<file path="config.mk">
export PLATFORM = sky130hd
export DESIGN_NAME = rop2_alu
export DESIGN_NICKNAME = d
export VERILOG_FILES = /design/src/rtl/rop2_alu_pkg.sv /design/src/rtl/rop2_alu_decode.sv /design/src/rtl/rop2_alu_logic.sv /design/src/rtl/rop2_alu_cla.sv /design/src/rtl/rop2_alu.sv
export SDC_FILE = /design/constraint.sdc
export NUM_CORES = 1
export LEC_CHECK = 0
export BUFFER_PORTS_ARGS = -buffer_cell sky130_fd_sc_hd__buf_2
export CELL_PAD_IN_SITES_DETAIL_PLACEMENT = 1
export CELL_PAD_IN_SITES_GLOBAL_PLACEMENT = 2
export CORE_MARGIN = 1.5
export CORE_UTILIZATION = 28
export CTS_BUF_LIST = sky130_fd_sc_hd__clkbuf_4 sky130_fd_sc_hd__clkbuf_8 sky130_fd_sc_hd__clkbuf_16
export DETAILED_ROUTE_END_ITERATION = 8
export PLACE_DENSITY = 0.73
export SLEW_MARGIN = 5
export SYNTH_ARGS = -nofsm -noshare
export SYNTH_HDL_FRONTEND = slang
export SYNTH_HIERARCHICAL = 1
export SYNTH_SLANG_ARGS = --single-unit
</file>
<file path="constraint.sdc">
create_clock -name clk -period 0.8 [get_ports clk]
set_clock_uncertainty 0.15 [all_clocks]
set_input_delay 0.24 -clock clk [delete_from_list [all_inputs] [get_ports clk]]
set_output_delay 0.24 -clock clk [all_outputs]
set_load 0.05 [all_outputs]
</file>
<file path="src/rtl/rop2_alu_pkg.sv">
`timescale 1ns/1ps
package rop2_alu_pkg;

    typedef enum logic [3:0] {
        OP_AND  = 4'b0000,
        OP_OR   = 4'b0001,
        OP_XOR  = 4'b0010,
        OP_ANDN = 4'b0011,
        OP_CMPU = 4'b0100,
        OP_CMPS = 4'b0101,
        OP_SUB  = 4'b0110,
        OP_ADD  = 4'b0111,
        OP_SET  = 4'b1000
    } alu_op_e;

    typedef struct packed {
        logic pass;       // copy source through the AND path
        logic neg;        // invert second operand
        logic or_sel;     // 1: OR term, 0: XOR term
        logic rop_sel;    // 1: OR/XOR branch, 0: AND branch
        logic arith_sel;  // 1: adder sum, 0: logic result
        logic force_cin;  // carry-in forced to one
        logic signed_cmp; // apply sign-bit carry correction
        logic no_write;   // result is not to be written back
    } alu_ctrl_t;

endpackage

</file>
<file path="src/rtl/rop2_alu_decode.sv">
`timescale 1ns/1ps
module rop2_alu_decode
    import rop2_alu_pkg::*;
(
    input  logic [3:0] op,
    output alu_ctrl_t  ctrl
);
    logic f0, f1, f2, f3;

    always_comb begin
        {f3, f2, f1, f0} = op;
        ctrl.pass       = f3;
        ctrl.neg        = ~f3 & ((f0 & f1) ^ f2);
        ctrl.or_sel     = ~(f1 | f2 | f3);
        ctrl.rop_sel    = ~f3 & (f0 ^ f1);
        ctrl.arith_sel  = ~f3 & f2;
        ctrl.force_cin  = ~f3 & f2 & ~(f0 & f1);
        ctrl.signed_cmp = ~f3 & f2 & ~f1 & f0;
        ctrl.no_write   = ~f3 & f2 & ~f1;
    end
endmodule

</file>
<file path="src/rtl/rop2_alu_logic.sv">
`timescale 1ns/1ps
module rop2_alu_logic
    import rop2_alu_pkg::*;
#(
    parameter int W = 8
) (
    input  logic [W-1:0] sri,
    input  logic [W-1:0] snd,
    input  alu_ctrl_t    ctrl,
    output logic [W-1:0] prop,
    output logic [W-1:0] gen,
    output logic [W-1:0] xsum,
    output logic [W-1:0] logic_res
);
    logic [W-1:0] snd_eff;
    logic [W-1:0] gen_pass;
    logic [W-1:0] orx;

    always_comb begin
        snd_eff   = snd ^ {W{ctrl.neg}};
        prop      = sri | snd_eff;
        gen       = sri & snd_eff;
        xsum      = prop & ~gen;
        gen_pass  = gen | (sri & {W{ctrl.pass}});
        orx       = ctrl.or_sel ? prop : xsum;
        logic_res = ctrl.rop_sel ? orx : gen_pass;
    end
endmodule

</file>
<file path="src/rtl/rop2_alu_cla.sv">
`timescale 1ns/1ps
module rop2_alu_cla #(
    parameter int W   = 8,
    parameter int GRP = 3
) (
    input  logic [W-1:0] prop,
    input  logic [W-1:0] gen,
    input  logic [W-1:0] xsum,
    input  logic         cin,
    output logic [W-1:0] sum,
    output logic         cout
);
    localparam int NGRP = (W + GRP - 1) / GRP;

    logic [NGRP:0] grp_c;
    logic [W-1:0]  bit_c;

    assign grp_c[0] = cin;

    for (genvar j = 0; j < NGRP; j++) begin : g_grp
        localparam int LO = j * GRP;
        localparam int HI = ((LO + GRP) > W) ? (W - 1) : (LO + GRP - 1);
        logic gg, gp;

        always_comb begin
            gg = 1'b0;
            gp = 1'b1;
            for (int i = LO; i <= HI; i++) begin
                gg = gen[i] | (prop[i] & gg);
                gp = gp & prop[i];
            end
        end

        assign grp_c[j+1] = gg | (gp & grp_c[j]);
        assign bit_c[LO]  = grp_c[j];

        for (genvar i = LO; i < HI; i++) begin : g_bit
            assign bit_c[i+1] = gen[i] | (prop[i] & bit_c[i]);
        end
    end

    assign sum  = xsum ^ bit_c;
    assign cout = grp_c[NGRP];
endmodule

</file>
<file path="src/rtl/rop2_alu.sv">
`timescale 1ns/1ps
module rop2_alu
    import rop2_alu_pkg::*;
#(
    parameter int W   = 8,
    parameter int GRP = 3
) (
    input  logic         clk,
    input  logic         rst_n,
    input  logic [3:0]   op_i,
    input  logic [W-1:0] sri_i,
    input  logic [W-1:0] snd_i,
    input  logic         carry_i,
    output logic [W-1:0] result_o,
    output logic         carry_o,
    output logic         no_write_o
);
    alu_ctrl_t    ctrl;
    logic [W-1:0] prop, gen, xsum, logic_res, sum;
    logic         cin_eff, cout, carry_d;
    logic [W-1:0] result_d;

    rop2_alu_decode u_dec (
        .op   (op_i),
        .ctrl (ctrl)
    );

    rop2_alu_logic #(.W(W)) u_logic (
        .sri       (sri_i),
        .snd       (snd_i),
        .ctrl      (ctrl),
        .prop      (prop),
        .gen       (gen),
        .xsum      (xsum),
        .logic_res (logic_res)
    );

    assign cin_eff = ctrl.force_cin | carry_i;

    rop2_alu_cla #(.W(W), .GRP(GRP)) u_cla (
        .prop (prop),
        .gen  (gen),
        .xsum (xsum),
        .cin  (cin_eff),
        .sum  (sum),
        .cout (cout)
    );

    // With the second operand inverted, a zero XOR term at the top bit
    // means the original sign bits differ.
    always_comb begin
        result_d = ctrl.arith_sel ? sum : logic_res;
        carry_d  = ctrl.arith_sel & (cout ^ (ctrl.signed_cmp & ~xsum[W-1]));
    end

    always_ff @(posedge clk or negedge rst_n) begin
        if (!rst_n) begin
            result_o   <= '0;
            carry_o    <= 1'b0;
            no_write_o <= 1'b0;
        end else begin
            result_o   <= result_d;
            carry_o    <= carry_d;
            no_write_o <= ctrl.no_write;
        end
    end

    p_set_copies_r8: assert property (@(posedge clk) disable iff (!rst_n)
        ($past(rst_n) && $past(op_i[3])) |-> (result_o == $past(sri_i)));

    p_cmp_no_write_r6: assert property (@(posedge clk) disable iff (!rst_n)
        ($past(rst_n) && ($past(op_i) == OP_CMPU || $past(op_i) == OP_CMPS))
        |-> no_write_o);

    p_logic_carry_clear_r9: assert property (@(posedge clk) disable iff (!rst_n)
        ($past(rst_n) && ($past(op_i[3]) || $past(op_i[3:2]) == 2'b00))
        |-> (!carry_o && !no_write_o));

    p_add_total_r4: assert property (@(posedge clk) disable iff (!rst_n)
        ($past(rst_n) && $past(op_i) == OP_ADD)
        |-> ({carry_o, result_o} ==
             ({1'b0, $past(sri_i)} + {1'b0, $past(snd_i)} + {{W{1'b0}}, $past(carry_i)})));

    p_cmpu_flag_r6: assert property (@(posedge clk) disable iff (!rst_n)
        ($past(rst_n) && $past(op_i) == OP_CMPU)
        |-> (carry_o == ($past(sri_i) >= $past(snd_i))));

    p_cmps_flag_r7: assert property (@(posedge clk) disable iff (!rst_n)
        ($past(rst_n) && $past(op_i) == OP_CMPS)
        |-> (carry_o == ($signed($past(sri_i)) >= $signed($past(snd_i)))));

    p_reset_clear_r1: assert property (@(posedge clk)
        !rst_n |-> (result_o == '0 && !carry_o && !no_write_o));
endmodule

</file>
==> results.md <==
* Result of the run: complete, but fails checks
* Violated checks: negative hold slack, negative setup slack
* Clk root buf: clkbuf_8
* Via count at 1297
* Crit. End Element: flop
* Vias in the first global route at 1460
* Unrepaired setup endpoints after global routing: yes
* Max-Cap Viols at 0
* Worst path required time at 770 ps
* Setup ws final at -1600 ps
* Internal power at 0.00213 W
* Logic pwr share at 63.0%
* CP bufs+invs at 5
* Async S/R FF share, synth at 100%
* Worst path top cell family by delay: compound AO/OA/AOI/OAI gates
* P_leak at 1.04 nW
* Die Wd at 72.6 um
* Crit-path cells: buf_8, ha_4, xnor2_2, nor2_1, buf_6, buf_6, xor2_4, inv_2, ha_4, inv_2, a21oi_4, o22ai_4, a31oi_1, o311ai_1, mux2_4
* Yosys warnings at 6
* Syn_nets at 195
* Top cell type's share of synthesized area at 18.4%
* Die footprint at 5280 um2
* FMAX at 0.417 GHz
* Initial Utilization at 28.9%
* Rel. slew slack at 78.4%
* Final critical-path share of the clock period at 300%
* Vias/cell at 4.79
* CTS tree: yes
* Hold Path Class: input port to async pin
* WL final at 4.18 mm
* Number of antenna violations at the first check in global routing at 0
* Number of port buffers at 32
* Area delta synth->final at 64.2%
* Dpl cells at 260
* Primary FF master, synth: dfrtp_1
* GRT Total Usage at 16.1%
* Total gr overflow at 0
* Area of the mapped netlist at 1360 um2
* GPL Wtd Cong at 0.803
* First-pass GRT wire length at 6.51 mm
* Sw power at 0.00145 W
* Clock Sinks at 10
* Sw Ratio at 40.6%
* Crit Path Category: input port to flop
* Synth Instances at 155
* Post-layout min period at 2400 ps
* Max incr delay on CP at 270 ps
* CP max-delay cell: mux2_4
* Synth area leaders: dfrtp_1, ha_1, mux2_4
* WP data arrival at 2370 ps
* Commonest non-fill, non-tap cells in the layout: buf_4, buf_2, inv_1, buf_6, nand2b_1
* Final Hold Viols at 10
* Clk pwr share at 18.4%
* Post-route ant nets at 0
* Yosys top cell by area: dfrtp_1
* Synthesized area per cell at 8.76 um2
* Pwr/cell area at 1610 nW/um2
* VDD IR max at 519 uV
* Yosys cell types at 34
* Post-Layout Cell Count at 271
* Ports at 33
* Post-layout util at 47.5%
* H-tree Lvls at 1
* 1st-pass router iterations at 4
* Worst slew pin tran at 319 ps
* # DRC at 0
* ANT cells at 0
* Fraction of layout instances using a drive strength above 1 at 60.4%
* Post-synth EDFFs at 0
* Sequential share of the synthesized area at 18.4%
* Most common cell after layout, fill and taps aside: buf_4
* # nets final at 258
* Row count at 25
* Worst Path Max Fanout at 8
* DRT iter0 DRCs at 32
* Num CTS Buffers at 3
* Synthesized flop and latch total at 10
* Core Area at 4690 um2
* PnR Total Power at 0.00359 W
* Clk slew on worst S/H paths at 60 ps
* Routed len/inst at 15.4 um
* Die Ht at 72.6 um
* Placed wire-length estimate at 3.14 mm
* Worst Hold Slack at -283 ps
* Largest net degree at the start of global routing at 17
* Startpoint types: input port
* Reg power frac at 18.6%
* FILL cells at 526
* Final setup violation count at 19
* Max Buffers Root-to-Sink at 2
* Fin. max-slew vios at 0
-- path summary, 6_finish.rpt --
check,cells past startpoint,to,from
worst max-delay path,15,result_o[7]$_DFF_PN0_,op_i[1]
worst min-delay path,1,result_o[7]$_DFF_PN0_,rst_n
max in group asynchronous,1,no_write_o$_DFF_PN0_,rst_n
min in group clk,3,no_write_o$_DFF_PN0_,op_i[1]
-- synth_stat cells, types with 2 or more instances --
library cell and n:
inv_1 28, ha_1 17, nand2b_1 13, xor2_1 12
dfrtp_1 10, a31oi_1 9, a211oi_1 8, mux2_4 8
nor2_1 5, nand2_1 4, or2b_1 4, xnor2_1 4
a21oi_2 3, nor2b_1 3, o21ai_0 3, a21oi_1 2
buf_2 2, buf_4 2, buf_6 2, nand3_1 2
-- per-layer routing --
layer	part of all wire, %	global-route usage [%]
met3	2.6	1.80
met4	0.29	2.73
met1	39	17.4
met5	0	0
met2	58	33.1
-- kinds of logic (layout without fill, tap and decap cells) --
kind of cell,Yosys count,count (layout),synth area share [%]
buf+inv,35,97,11.5
flops,10,10,18.4
mux,10,10,10.4
fa+ha+maj,17,17,15.7
compound gates,30,30,16.8
xor+xnor,16,16,10.3
simple gates,37,37,16.9
-- final cells by class --
class | instances | area [um2] | share of cell area (%)
Clock buffer | 4 | 55.1 | 2.47
Inverter | 28 | 108 | 4.83
Multi-Input combinational cell | 110 | 1210 | 54.4
Timing Repair Buffer | 65 | 526 | 23.6
Tap cell | 54 | 67.6 | 3.03
Sequential cell | 10 | 262 | 11.7
-- power by group through the flow --
stage | combinational [W] | sequential, W | clock (W)
3_5_place_dp | 0.00185 | 0.000652 | 0
4_1_cts | 0.00207 | 0.000669 | 0.000684
3_3_place_gp | 0.00176 | 0.000649 | 0
5_1_grt | 0.00241 | 0.000677 | 0.000707
2_1_floorplan | 0.000951 | 0.00102 | 0
6_report | 0.00226 | 0.000667 | 0.000659
-- sequential cells by signal (all words and copies together), names as in the netlist --
register / count
result_o: 8
carry_o: 1
no_write_o: 1
-- through the flow --
step	setup WS, ps	hold slack, ps	setup TNS (ps)	cell area [um2]
global route	-1660	-268	-17980	2230
detailed placement	-1890	-17.2	-17320	1820
global placement	-1780	-20.3	-16800	1820
CTS	-1540	-276	-16650	2050
floorplan	-1560	-206	-12770	1440
finish	-1600	-283	-17080	2230
-- timing repair --
item,4_1_cts,5_1_grt
gates resized for setup,36,29
setup buffers,3,4
pin swaps,8,5
endpoints found under the hold margin,10,10
endpoints found under the setup margin,20,20
Power figures use the tool's default switching activity.
